===== config.mk =====
export PLATFORM = sky130hd
export DESIGN_NAME = tape_byte_decoder
export DESIGN_NICKNAME = d
export VERILOG_FILES = /design/src/rtl/tbd_pkg.sv /design/src/rtl/tbd_pulse_timer.sv /design/src/rtl/tbd_bit_packer.sv /design/src/rtl/tbd_load_seq.sv /design/src/rtl/tape_byte_decoder.sv
export SDC_FILE = /design/constraint.sdc
export NUM_CORES = 1
export LEC_CHECK = 0
export BUFFER_PORTS_ARGS = -buffer_cell sky130_fd_sc_hd__buf_2
export CORE_UTILIZATION = 52
export DETAILED_ROUTE_END_ITERATION = 10
export PLACE_DENSITY = 0.75
export SYNTH_ARGS = -nofsm -noshare
export SYNTH_HDL_FRONTEND = slang
export SYNTH_SLANG_ARGS = --single-unit

===== constraint.sdc =====
create_clock -name clk -period 4.5 [get_ports clk]
set_input_delay 0.45 -clock clk [delete_from_list [all_inputs] [get_ports clk]]
set_output_delay 0.45 -clock clk [all_outputs]
set_load 0.02 [all_outputs]

===== src/rtl/tbd_pkg.sv =====
package tbd_pkg;
    typedef enum logic [1:0] {
        ST_IDLE = 2'd0,
        ST_ARM  = 2'd1,
        ST_RUN  = 2'd2
    } seq_state_e;
endpackage


===== src/rtl/tbd_pulse_timer.sv =====
module tbd_pulse_timer #(
    parameter int TW = 16
) (
    input  logic          clk,
    input  logic          rst_n,
    input  logic          reload,
    input  logic [TW-1:0] threshold,
    output logic [TW-1:0] count,
    output logic          expired
);
    typedef struct packed {
        logic [TW-1:0] cnt;
    } tmr_t;

    tmr_t tmr_d, tmr_q;

    always_comb begin
        tmr_d = tmr_q;
        if (reload) begin
            tmr_d.cnt = threshold;
        end else if (tmr_q.cnt != '0) begin
            tmr_d.cnt = tmr_q.cnt - 1'b1;
        end
    end

    always_ff @(posedge clk or negedge rst_n) begin
        if (!rst_n) tmr_q <= '0;
        else        tmr_q <= tmr_d;
    end

    assign count   = tmr_q.cnt;
    assign expired = (tmr_q.cnt == '0);
endmodule


===== src/rtl/tbd_bit_packer.sv =====
module tbd_bit_packer #(
    parameter int BITS = 8
) (
    input  logic            clk,
    input  logic            rst_n,
    input  logic            clr,
    input  logic            shift_en,
    input  logic            bit_in,
    output logic            byte_full,
    output logic [BITS-1:0] byte_next
);
    localparam int CW = $clog2(BITS);
    localparam logic [CW-1:0] LAST = CW'(BITS - 1);

    typedef struct packed {
        logic [BITS-1:0] sr;
        logic [CW-1:0]   cnt;
    } pk_t;

    pk_t pk_d, pk_q;

    assign byte_next = {bit_in, pk_q.sr[BITS-1:1]};
    assign byte_full = shift_en && (pk_q.cnt == LAST);

    always_comb begin
        pk_d = pk_q;
        if (clr) begin
            pk_d = '0;
        end else if (shift_en) begin
            pk_d.sr  = byte_next;
            pk_d.cnt = (pk_q.cnt == LAST) ? '0 : pk_q.cnt + 1'b1;
        end
    end

    always_ff @(posedge clk or negedge rst_n) begin
        if (!rst_n) pk_q <= '0;
        else        pk_q <= pk_d;
    end
endmodule


===== src/rtl/tbd_load_seq.sv =====
module tbd_load_seq
    import tbd_pkg::*;
#(
    parameter int AW   = 16,
    parameter int BITS = 8
) (
    input  logic            clk,
    input  logic            rst_n,
    input  logic            start,
    input  logic            edge_pulse,
    input  logic [AW-1:0]   start_addr,
    input  logic [AW-1:0]   end_addr,
    input  logic            byte_full,
    input  logic [BITS-1:0] byte_next,
    output logic            reload,
    output logic            shift_en,
    output logic            clr,
    output logic [AW-1:0]   wr_addr,
    output logic [BITS-1:0] wr_data,
    output logic            wr_en,
    output logic            busy,
    output logic            done
);
    typedef struct packed {
        seq_state_e      st;
        logic [AW-1:0]   addr;
        logic [AW-1:0]   last;
        logic [AW-1:0]   wa;
        logic [BITS-1:0] wd;
        logic            we;
        logic            dn;
    } seq_t;

    seq_t seq_d, seq_q;
    logic [AW-1:0] addr_inc;

    assign addr_inc = seq_q.addr + 1'b1;
    assign reload   = edge_pulse && (seq_q.st != ST_IDLE);
    assign shift_en = edge_pulse && (seq_q.st == ST_RUN);
    assign clr      = start && (seq_q.st == ST_IDLE);

    always_comb begin
        seq_d    = seq_q;
        seq_d.we = 1'b0;
        unique case (seq_q.st)
            ST_IDLE: begin
                if (start) begin
                    seq_d.addr = start_addr;
                    seq_d.last = end_addr;
                    seq_d.dn   = (start_addr == end_addr);
                    if (start_addr != end_addr) seq_d.st = ST_ARM;
                end
            end
            ST_ARM: begin
                if (edge_pulse) seq_d.st = ST_RUN;
            end
            ST_RUN: begin
                if (byte_full) begin
                    seq_d.we   = 1'b1;
                    seq_d.wa   = seq_q.addr;
                    seq_d.wd   = byte_next;
                    seq_d.addr = addr_inc;
                    if (addr_inc == seq_q.last) begin
                        seq_d.st = ST_IDLE;
                        seq_d.dn = 1'b1;
                    end
                end
            end
            default: seq_d.st = ST_IDLE;
        endcase
    end

    always_ff @(posedge clk or negedge rst_n) begin
        if (!rst_n) begin
            seq_q    <= '0;
            seq_q.st <= ST_IDLE;
        end else begin
            seq_q <= seq_d;
        end
    end

    assign wr_addr = seq_q.wa;
    assign wr_data = seq_q.wd;
    assign wr_en   = seq_q.we;
    assign busy    = (seq_q.st != ST_IDLE);
    assign done    = seq_q.dn;
endmodule


===== src/rtl/tape_byte_decoder.sv =====
module tape_byte_decoder #(
    parameter int TW   = 16,
    parameter int AW   = 16,
    parameter int BITS = 8
) (
    input  logic            clk,
    input  logic            rst_n,
    input  logic            edge_pulse,
    input  logic [TW-1:0]   threshold,
    input  logic [AW-1:0]   start_addr,
    input  logic [AW-1:0]   end_addr,
    input  logic            start,
    output logic [AW-1:0]   wr_addr,
    output logic [BITS-1:0] wr_data,
    output logic            wr_en,
    output logic            busy,
    output logic            done
);
    logic            tmr_reload;
    logic [TW-1:0]   tmr_count;
    logic            tmr_expired;
    logic            pk_shift;
    logic            pk_clr;
    logic            pk_full;
    logic [BITS-1:0] pk_next;

    tbd_pulse_timer #(.TW(TW)) timer_i (
        .clk       (clk),
        .rst_n     (rst_n),
        .reload    (tmr_reload),
        .threshold (threshold),
        .count     (tmr_count),
        .expired   (tmr_expired)
    );

    tbd_bit_packer #(.BITS(BITS)) packer_i (
        .clk       (clk),
        .rst_n     (rst_n),
        .clr       (pk_clr),
        .shift_en  (pk_shift),
        .bit_in    (tmr_expired),
        .byte_full (pk_full),
        .byte_next (pk_next)
    );

    tbd_load_seq #(.AW(AW), .BITS(BITS)) seq_i (
        .clk        (clk),
        .rst_n      (rst_n),
        .start      (start),
        .edge_pulse (edge_pulse),
        .start_addr (start_addr),
        .end_addr   (end_addr),
        .byte_full  (pk_full),
        .byte_next  (pk_next),
        .reload     (tmr_reload),
        .shift_en   (pk_shift),
        .clr        (pk_clr),
        .wr_addr    (wr_addr),
        .wr_data    (wr_data),
        .wr_en      (wr_en),
        .busy       (busy),
        .done       (done)
    );
endmodule


# After elaboration in Yosys (flattened, before gate mapping)
# Cells that the tools add are included.
[classes]
addsub = 3
n_mul = 0
div = 0
n_lt_le_gt_ge = 0
n_eq_ne = 11
shift = 0
mux = 17
bitwise = 0
n_reduce_logical = 16
[op_table]
columns = ["op", "count"]
rows = [
  ["2-to-1 mux 34 bit", 1],
  ["equality test 16 bit", 2],
  ["2-to-1 mux 16 bit", 2],
  ["one-hot mux 16 bit (2 select lines)", 1],
  ["2-to-1 mux 11 bit", 2],
  ["2-to-1 mux 18 bit", 1],
  ["adder 16 x 1 -> 16 bit (second input constant)", 1],
  ["logical NOT 16 bit", 1],
  ["inequality test 16 bit", 1],
  ["nonzero test 16 bit", 1],
  ["subtractor 16 x 1 -> 16 bit (second input constant)", 1],
  ["inequality test 2 bit (second input constant)", 5],
  ["2-to-1 mux 2 bit", 4],
  ["nonzero test 2 bit", 4],
  ["one-hot mux 2 bit (3 select lines)", 1],
  ["AND reduction 5 bit", 1],
  ["logical AND 1 bit", 4],
  ["AND reduction 2 bit", 2],
  ["AND reduction 4 bit", 1],
  ["adder 3 x 1 -> 3 bit (second input constant)", 1],
  ["equality test 3 bit (second input constant)", 1],
  ["2-to-1 mux 1 bit", 3],
  ["2-to-1 mux 3 bit", 1],
  ["AND reduction 3 bit", 1],
  ["other kinds (4)", 4],
]
[word_totals]
register_bits = 87
latchBits = 0
mem_bits_rw = 0
rom_bits = 0
input_bits = 52
out_inout_bits = 27
n_memories = 0

# Logic depth before layout (Yosys ltp)
# Gate-level depths: netlist of the first run.
[logic_depth]
ltp_word = 5
mapped_depth = 9
ltp_nobuf = 8

# Modules after synthesis
# Synthesis of the first run repeated with hierarchy kept, for this count alone.
[unflattened]
hier_cells = 497
hier_area_um2 = 5006.1
[by_module_without_submodules]
columns = ["module", "instances", "cells_per_inst", "area_each_um2", "seq_area_each_um2"]
rows = [
  ["tbd_load_seq", 1, 349, 3503.4, 1501.4],
  ["tbd_pulse_timer", 1, 104, 1006.0, 400.4],
  ["tbd_bit_packer", 1, 44, 496.7, 250.2],
]

# Worst setup path after synthesis of the first run
# Ideal clock, no wire load.
[synth_path]
kind = "register to register"
start = "register timer_i.tmr_q (netlist bit timer_i.count[7])"
end = "register timer_i.tmr_q (netlist bit timer_i.count[4])"
setup_ns = 0.121
t_arrival_ns = 2.305
setup_slack_ns = 2.074
path_stages_with_launch = 6
cell_sequence = "dfrtp_1 > or3_4 > or4_4 > or4_4 > or3_4 > a22o_2"
[synth_via]
elab_chain_cells = 2
[synth_rtl]
columns = ["element", "line", "rtl"]
rows = [
  ["from (decl)", "tbd_pulse_timer.sv:15", "tmr_t tmr_d, tmr_q;"],
  ["from (signal assigned)", "tbd_pulse_timer.sv:28", "else tmr_q <= tmr_d;"],
  ["nonzero test 16 bit", "tbd_pulse_timer.sv:21", "end else if (tmr_q.cnt != '0) begin"],
  ["nonzero test 2 bit (no source line)", "--", ""],
]
# No other way between the ends.
# A chain may end at the register's enable or synchronous reset.

# Worst setup path in the final report of the first run
[layout_path]
start = "register timer_i.tmr_q (netlist bit timer_i.count[7])"
end = "register timer_i.tmr_q (netlist bit timer_i.count[6])"
# The elaborated chain is that of the path after synthesis.

==> impl_metrics.tcl, run 1 <==
set metrics [dict create \
    p_clk_share_pct 16.4 \
    min-delay-path-class "in2async" \
    route.final.wire_length_um 10700 \
    finalCoreUtilization_pct 58.3 \
    synth_largest_type_area_fraction_pct 46.1 \
    grt_first_pass_wirelength_um 17600 \
    combinationalPowerShare_pct 38.2 \
    post-route-period-util_pct 67.6 \
    worst_path_most_repeated_cell "or4_4" \
    r2r-start "timer_i.count[7]$_DFFE_PN0P_" \
    clockBufferDepth 2 \
    worst-r2r-setup-slack_ns 1.46 \
    synth_most_common_cell "dfrtp_1" \
    number_of_antenna_violations_at_the_first_check_in_global_routing 0 \
    slew_headroom_pct 19.3 \
    intPower_w 0.00170 \
    timing.critical_path.fanout_max 11 \
    synthesis.instances 477 \
    finish.net_count 573 \
    synth_area_sq_um 4670 \
    cts_hold_buffers 0 \
    p_leak_nw 2.31 \
    grt_remaining_overflow 0 \
    yosysUniqueCellTypes 47 \
    status "completed" \
    die-width_um 96.8 \
    yosys_warnings 0 \
    final-hold-violation-count 0 \
    worst_r2r_path_depth 7 \
    numClockSinks 86 \
    drive_above_1_share_pct 27.1 \
    worstPathRequired_ns 4.77 \
    p_seq_share_pct 45.5 \
    antenna_cells_inserted 0 \
    synth_area_leader_cell "dfrtp_1" \
    routedWlPerCell_um 17.0 \
    htree_levels 3 \
    finalSetupTns_ns 0 \
    ctsRootBufferMaster "clkbuf_8" \
    yosys-top-cells-area "dfrtp_1 46%, mux2_2 8.7%, xnor2_1 4.7%" \
    routed_via_density 5.81 \
    cts.repair.resized 0 \
    maxSlewViolCount 0 \
    period_minus_slack_ns 3.04 \
    grt_usage_pct 23.7 \
    slowest_delay_ns 0.58 \
    power.switching_fraction_pct 40.6 \
    synth.yosys.seq_area_share_pct 46.1 \
    ys_dominant_reg_cell "dfrtp_1" \
    grt_max_degree 87 \
    initialDrtViolationCount 233 \
    max_freq_ghz 0.329 \
    critPathLaunchType "flip-flop" \
    core.rowCount 34 \
    cap_viol_max_count 0 \
    r2r_end "timer_i.count[6]$_DFFE_PN0P_" \
    total_switching_power_w 0.00116 \
    vdd.ir_drop.worst_mv 0.307 \
    port_buffers 78 \
    synth_nets 533 \
    critical_path.slowest_cell "nor3_2" \
    tritoncts "yes" \
    grt_setup_unrepaired "no" \
    placedInstanceArea_sq_um 4930 \
    chipHeight_um 96.8 \
    dp_wirelength_um 7650 \
    final_area_sq_um 5090 \
    postCtsSetupRepairBufs 0 \
    area.growth.synth_to_final_pct 8.86 \
    timing_worst_setup_path_type "reg2reg" \
    via_count 3655 \
    worst-slew-pin-transition_ns 1.21 \
    critPathCaptureType "flip-flop" \
    critical_path.cell_chain "or3_4 -> or4_4 -> or4_4 -> nor3_2 -> nor3_1 -> xnor2_1 -> o21ai_0" \
    async_reset_ff_share_pct 100 \
    drt_pass1_iterations 5 \
    initial_utilization_pct 53.6 \
    clk-insertion-delay-late_ns 0.36 \
    most_common_library_cells_after_synthesis "86 x dfrtp_1, 44 x nand2_1, 36 x mux2_2, 35 x o21ai_0, 30 x a21oi_1" \
    final_cells 629 \
    vias_in_the_first_global_route 3607 \
    synth_seq_cells 86 \
    skew_ns 0.00776 \
    ios 79 \
    finalSetupViolCount 0 \
    clock_buffers_created_by_tritoncts 9 \
    die_footprint_sq_um 9370 \
    post-layout-total-power_w 0.00287 \
    avg_cell_area_syn_sq_um 9.79 \
    clk_pin_slew_worst_paths_ns 0.08 \
    gp_routability_congestion 0.912 \
    power.density_cell_area_nw_per_um2 563 \
    synth-edff-count 0 \
    critical_path_arrival_ns 3.31 \
    fp.coreArea_sq_um 8720 \
    post-route-drc-count 0 \
    drt.antenna.violating_nets 0 \
    place_inst 614 \
]
-- area by class of cell --
type | instances | area (sq um)
clock inverter | 5 | 27.5
fill | 780 | 3630
sequential | 86 | 2150
timing repair buffer | 81 | 415
clock buffer | 10 | 128
inverter | 9 | 33.8
tap | 108 | 135
multi-input combinational | 330 | 2190
-- worst max-delay path, delay by kind of cell (launching register included) --
| kind | cells | cell delay (ns) |
|---|---|---|
| XOR/XNOR | 1 | 0.17 |
| AND/OR/NAND/NOR | 5 | 2.18 |
| flip-flops | 1 | 0.40 |
| AO/OA/AOI/OAI | 1 | 0.20 |
-- state kept, by name (all words and copies together) (netlist names) --
register and flops:
seq_i.wr_data 8, seq_i.done 1, seq_i.wr_en 1, packer_i.pk_q 3, packer_i.byte_next 7, seq_i.seq_q 34, timer_i.count 16, seq_i.wr_addr 16
-- cells by family after synthesis --
logic type	share of synthesized area, %
AO/OA/AOI/OAI	14.0
XOR/XNOR	9.00
adder cells (fa/ha/maj)	1.07
buffers and inverters	6.96
flip-flops	46.1
multiplexers	8.68
AND/OR/NAND/NOR	14.2
-- power groups by stage --
stage / logic, W / clock network [W] / registers, W
2_1_floorplan: 0.000890 / 0 / 0.00119
3_3_place_gp: 0.00104 / 0 / 0.00130
3_5_place_dp: 0.00108 / 0 / 0.00131
4_1_cts: 0.00109 / 0.000478 / 0.00129
5_1_grt: 0.00121 / 0.000507 / 0.00134
6_report: 0.00109 / 0.000469 / 0.00130
-- stage by stage --
step	hold slack [ns]	setup slack (ns)
after floorplan	0.154	2.07
after global placement	0.471	1.70
after detailed placement	0.477	1.49
after CTS	0.286	1.42
after global routing	0.297	1.31
final	0.286	1.46
-- how the worst max path moves through the flow --
| stage | from | endpoint | slack (ns) |
|---|---|---|---|
| floorplan | timer_i.count[7]$_DFFE_PN0P_ | timer_i.count[4]$_DFFE_PN0P_ | 2.07 |
| global placement | timer_i.count[6]$_DFFE_PN0P_ | timer_i.count[6]$_DFFE_PN0P_ | 1.70 |
| detailed placement | timer_i.count[7]$_DFFE_PN0P_ | timer_i.count[6]$_DFFE_PN0P_ | 1.49 |
| CTS | timer_i.count[7]$_DFFE_PN0P_ | timer_i.count[6]$_DFFE_PN0P_ | 1.42 |
| global route | timer_i.count[7]$_DFFE_PN0P_ | timer_i.count[6]$_DFFE_PN0P_ | 1.31 |
| finish | timer_i.count[7]$_DFFE_PN0P_ | timer_i.count[6]$_DFFE_PN0P_ | 1.46 |
-- layout by cell type, fill, tap and decap left out, types with 6 or more instances in the layout --
master | synthesis | final
a22o_1 | 6 | 6
clkbuf_8 | 0 | 9
o31ai_1 | 6 | 6
a21oi_1 | 30 | 30
xor2_1 | 23 | 23
nand2_1 | 44 | 44
buf_2 | 2 | 77
inv_1 | 9 | 9
nor4_1 | 7 | 7
nor3_1 | 20 | 20
o21ai_0 | 35 | 35
mux2_2 | 36 | 36
nand3_1 | 12 | 12
xnor2_1 | 25 | 25
nor2_1 | 21 | 21
a31oi_1 | 14 | 14
dfrtp_1 | 86 | 86
-- per-layer routing --
metal	track usage (%)	up-vias	share of wire, %
li1	-	1744	-
met3	4.26	21	4.4
met1	31.0	1773	44
met5	0	-	0
met2	39.1	117	49
met4	9.53	0	2.4
(Power assumes the default switching activity.)
==> run 2: changes to the inputs <==
Settings changed: CORE_UTILIZATION 52 to 51, PLACE_DENSITY 0.75 to 0.76.
Clock period 4.5 ns to 2.5 ns, I/O delays scaled along.
==> run 2 against run 1 <==
Compared with the run above:
- combinational power is 110% higher
- fmax rose by 21%
- setup slack lost 1.5 ns
- critical path type unchanged
- the flow now finishes with violations (DRC, setup timing)
- largest power group unchanged
- largest cell class unchanged
- first-iteration DRC count decreased by 7.7%
- clock power rose by 100%
- highest routed layer unchanged
==> impl_metrics.tcl, run 2 (synthesized netlist as in run 1, its figures left out) <==
set metrics [dict create \
    critical_path.slowest_cell "or4_4" \
    worstPathRequired_ns 2.79 \
    cp_num_buf_inv 0 \
    timing_worst_setup_path_type "reg2reg" \
    ios 79 \
    ctsRootBufferMaster "clkbuf_8" \
    combined_area_of_the_multi_input_logic_cells_sq_um 2240 \
    hold_ws_ns 0.0885 \
    drt_pass1_iterations 8 \
    seqCellArea_sq_um 2150 \
    clk_pin_slew_worst_paths_ns 0.08 \
    mostFrequentLayoutCell "dfrtp_1" \
    wl_met3_um 678 \
    clk-insertion-delay-late_ns 0.36 \
    critPathCaptureType "flip-flop" \
    final-hold-violation-count 0 \
    grt_remaining_overflow 0 \
    post-route-drc-count 14 \
    min-delay-path-class "in2reg" \
    post-route-period-util_pct 101 \
    vias_in_the_first_global_route 3886 \
    vdd.ir_drop.worst_mv 0.470 \
    critical_path.cell_chain "or3_4 -> or4_4 -> or4_4 -> or3_4 -> nand2_1 -> o21ai_1 -> a21oi_1" \
    antenna_cells_inserted 0 \
    clock_buffers_created_by_tritoncts 9 \
    period_minus_slack_ns 2.52 \
    htree_levels 3 \
    area.growth.synth_to_final_pct 16.6 \
    finish.net_count 609 \
    wl_met2_um 5400 \
    final_cells 666 \
    clockBufferDepth 2 \
    chipHeight_um 97.7 \
    grt_setup_unrepaired "yes" \
    number_of_antenna_violations_at_the_first_check_in_global_routing 0 \
    via_count 3819 \
    violations "DRC, setup timing" \
    timing.critical_path.fanout_max 6 \
    p_leak_nw 2.50 \
    grt_usage_pct 24.9 \
    finalSetupTns_ns -0.0324 \
    slowest_delay_ns 0.53 \
    route.final.wire_length_um 11100 \
    finalSetupViolCount 2 \
    register_with_the_most_flip_flops "seq_i.seq_q" \
    top_layer_used "met4" \
    dp_wirelength_um 8090 \
    numClockSinks 86 \
    finalCoreUtilization_pct 61.8 \
    die_footprint_sq_um 9550 \
    maxSlewViolCount 0 \
    place_inst 643 \
    drive_above_1_share_pct 32.6 \
    mostFrequentLayoutCells "86 x dfrtp_1, 77 x buf_2, 43 x nand2_1" \
    critical_path_arrival_ns 2.81 \
    layout_setup_ws_ns -0.0221 \
    routedWlPerCell_um 16.7 \
    largest_register_ffs 34 \
    fp.coreArea_sq_um 8810 \
    die-width_um 97.7 \
    status "finished with violations" \
    gp_routability_congestion 0.968 \
    place_ws_ns -0.00882 \
    core.rowCount 34 \
    drt-met1-wl_um 4780 \
    drt.antenna.violating_nets 0 \
    tritoncts "yes" \
    slew_headroom_pct 68.3 \
    power.density_cell_area_nw_per_um2 1010 \
    layout.filler_cells 753 \
    max_freq_ghz 0.396 \
    routed_via_density 5.73 \
    initial_utilization_pct 53.1 \
    worst-slew-pin-transition_ns 0.474 \
    skew_ns 0.0105 \
    cap_viol_max_count 0 \
    initialDrtViolationCount 215 \
    grt_first_pass_wirelength_um 18700 \
    grt_max_degree 37 \
    critPathLaunchType "flip-flop" \
    critical_path.top_delay_family "simple AND/OR/NAND/NOR gates" \
    port_buffers 78 \
]
## run 2: changes by cell type in the layout (fill, tap and decap cells not counted), moves of 2 or more
cell | before | now
nor3_4 | 0 | 2
buf_6 | 0 | 2
nor4_1 | 7 | 5
buf_4 | 4 | 37
nor4_2 | 0 | 2
clkbuf_8 | 9 | 12
o21ai_1 | 1 | 6
clkinv_2 | 4 | 0
o21ai_0 | 35 | 30
or3_4 | 2 | 4
## run 2: through the flow
step	instance area, sq um	power [W]
2_1_floorplan	4670	0.00374
3_3_place_gp	5150	0.00436
3_5_place_dp	5150	0.00445
4_1_cts	5370	0.00542
5_1_grt	5450	0.00588
6_report	5450	0.00549
## run 2: layer usage
metal	vias up	GRT usage, %
li1	1815	-
met1	1850	32.1
met2	134	40.5
met3	20	6.40
met4	0	9.56
met5	-	0
## run 2: final cells by class
cell class,count,share of cell area (%)
inverter,9,0.620
clock inverter,2,0.276
tap,108,2.48
multi-input combinational,330,41.2
timing repair buffer,117,12.8
clock buffer,14,3.17
sequential,86,39.5
## run 2: worst min-delay path: stages
cell and delay [ns]:
buf_2 0.07, nand2_1 0.04, o31ai_1 0.05
## run 2: worst paths after layout
kind	startpoint	to	slack, ns	cells after the start
worst min-delay path	threshold[7]	timer_i.count[7]$_DFFE_PN0P_	0.09	3
worst max-delay path	timer_i.count[7]$_DFFE_PN0P_	timer_i.count[1]$_DFFE_PN0P_	-0.02	7
worst max register to register	timer_i.count[7]$_DFFE_PN0P_	timer_i.count[1]$_DFFE_PN0P_	-0.02	7
min in group asynchronous	rst_n	seq_i.wr_data[1]$_DFFE_PN0P_	0.38	2
worst min register to register	packer_i.pk_q[0]$_DFFE_PN0P_	packer_i.pk_q[0]$_DFFE_PN0P_	0.50	1
max in group asynchronous	rst_n	timer_i.count[3]$_DFFE_PN0P_	1.48	3
## run 2: what timing repair did
item                       in CTS  in global routing
hold endpoints to repair       33                  0
setup endpoints to repair       3                 10
buffers inserted                2                  4
hold buffers                    1                  0
pin swaps                       1                  1
gates resized for setup         1                 15
## run 2: power by group
part	internal (W)	switching, W
Clock	0.000444	0.000502
Combinational	0.00106	0.00119
Sequential	0.00181	0.000482
Total	0.00332	0.00217
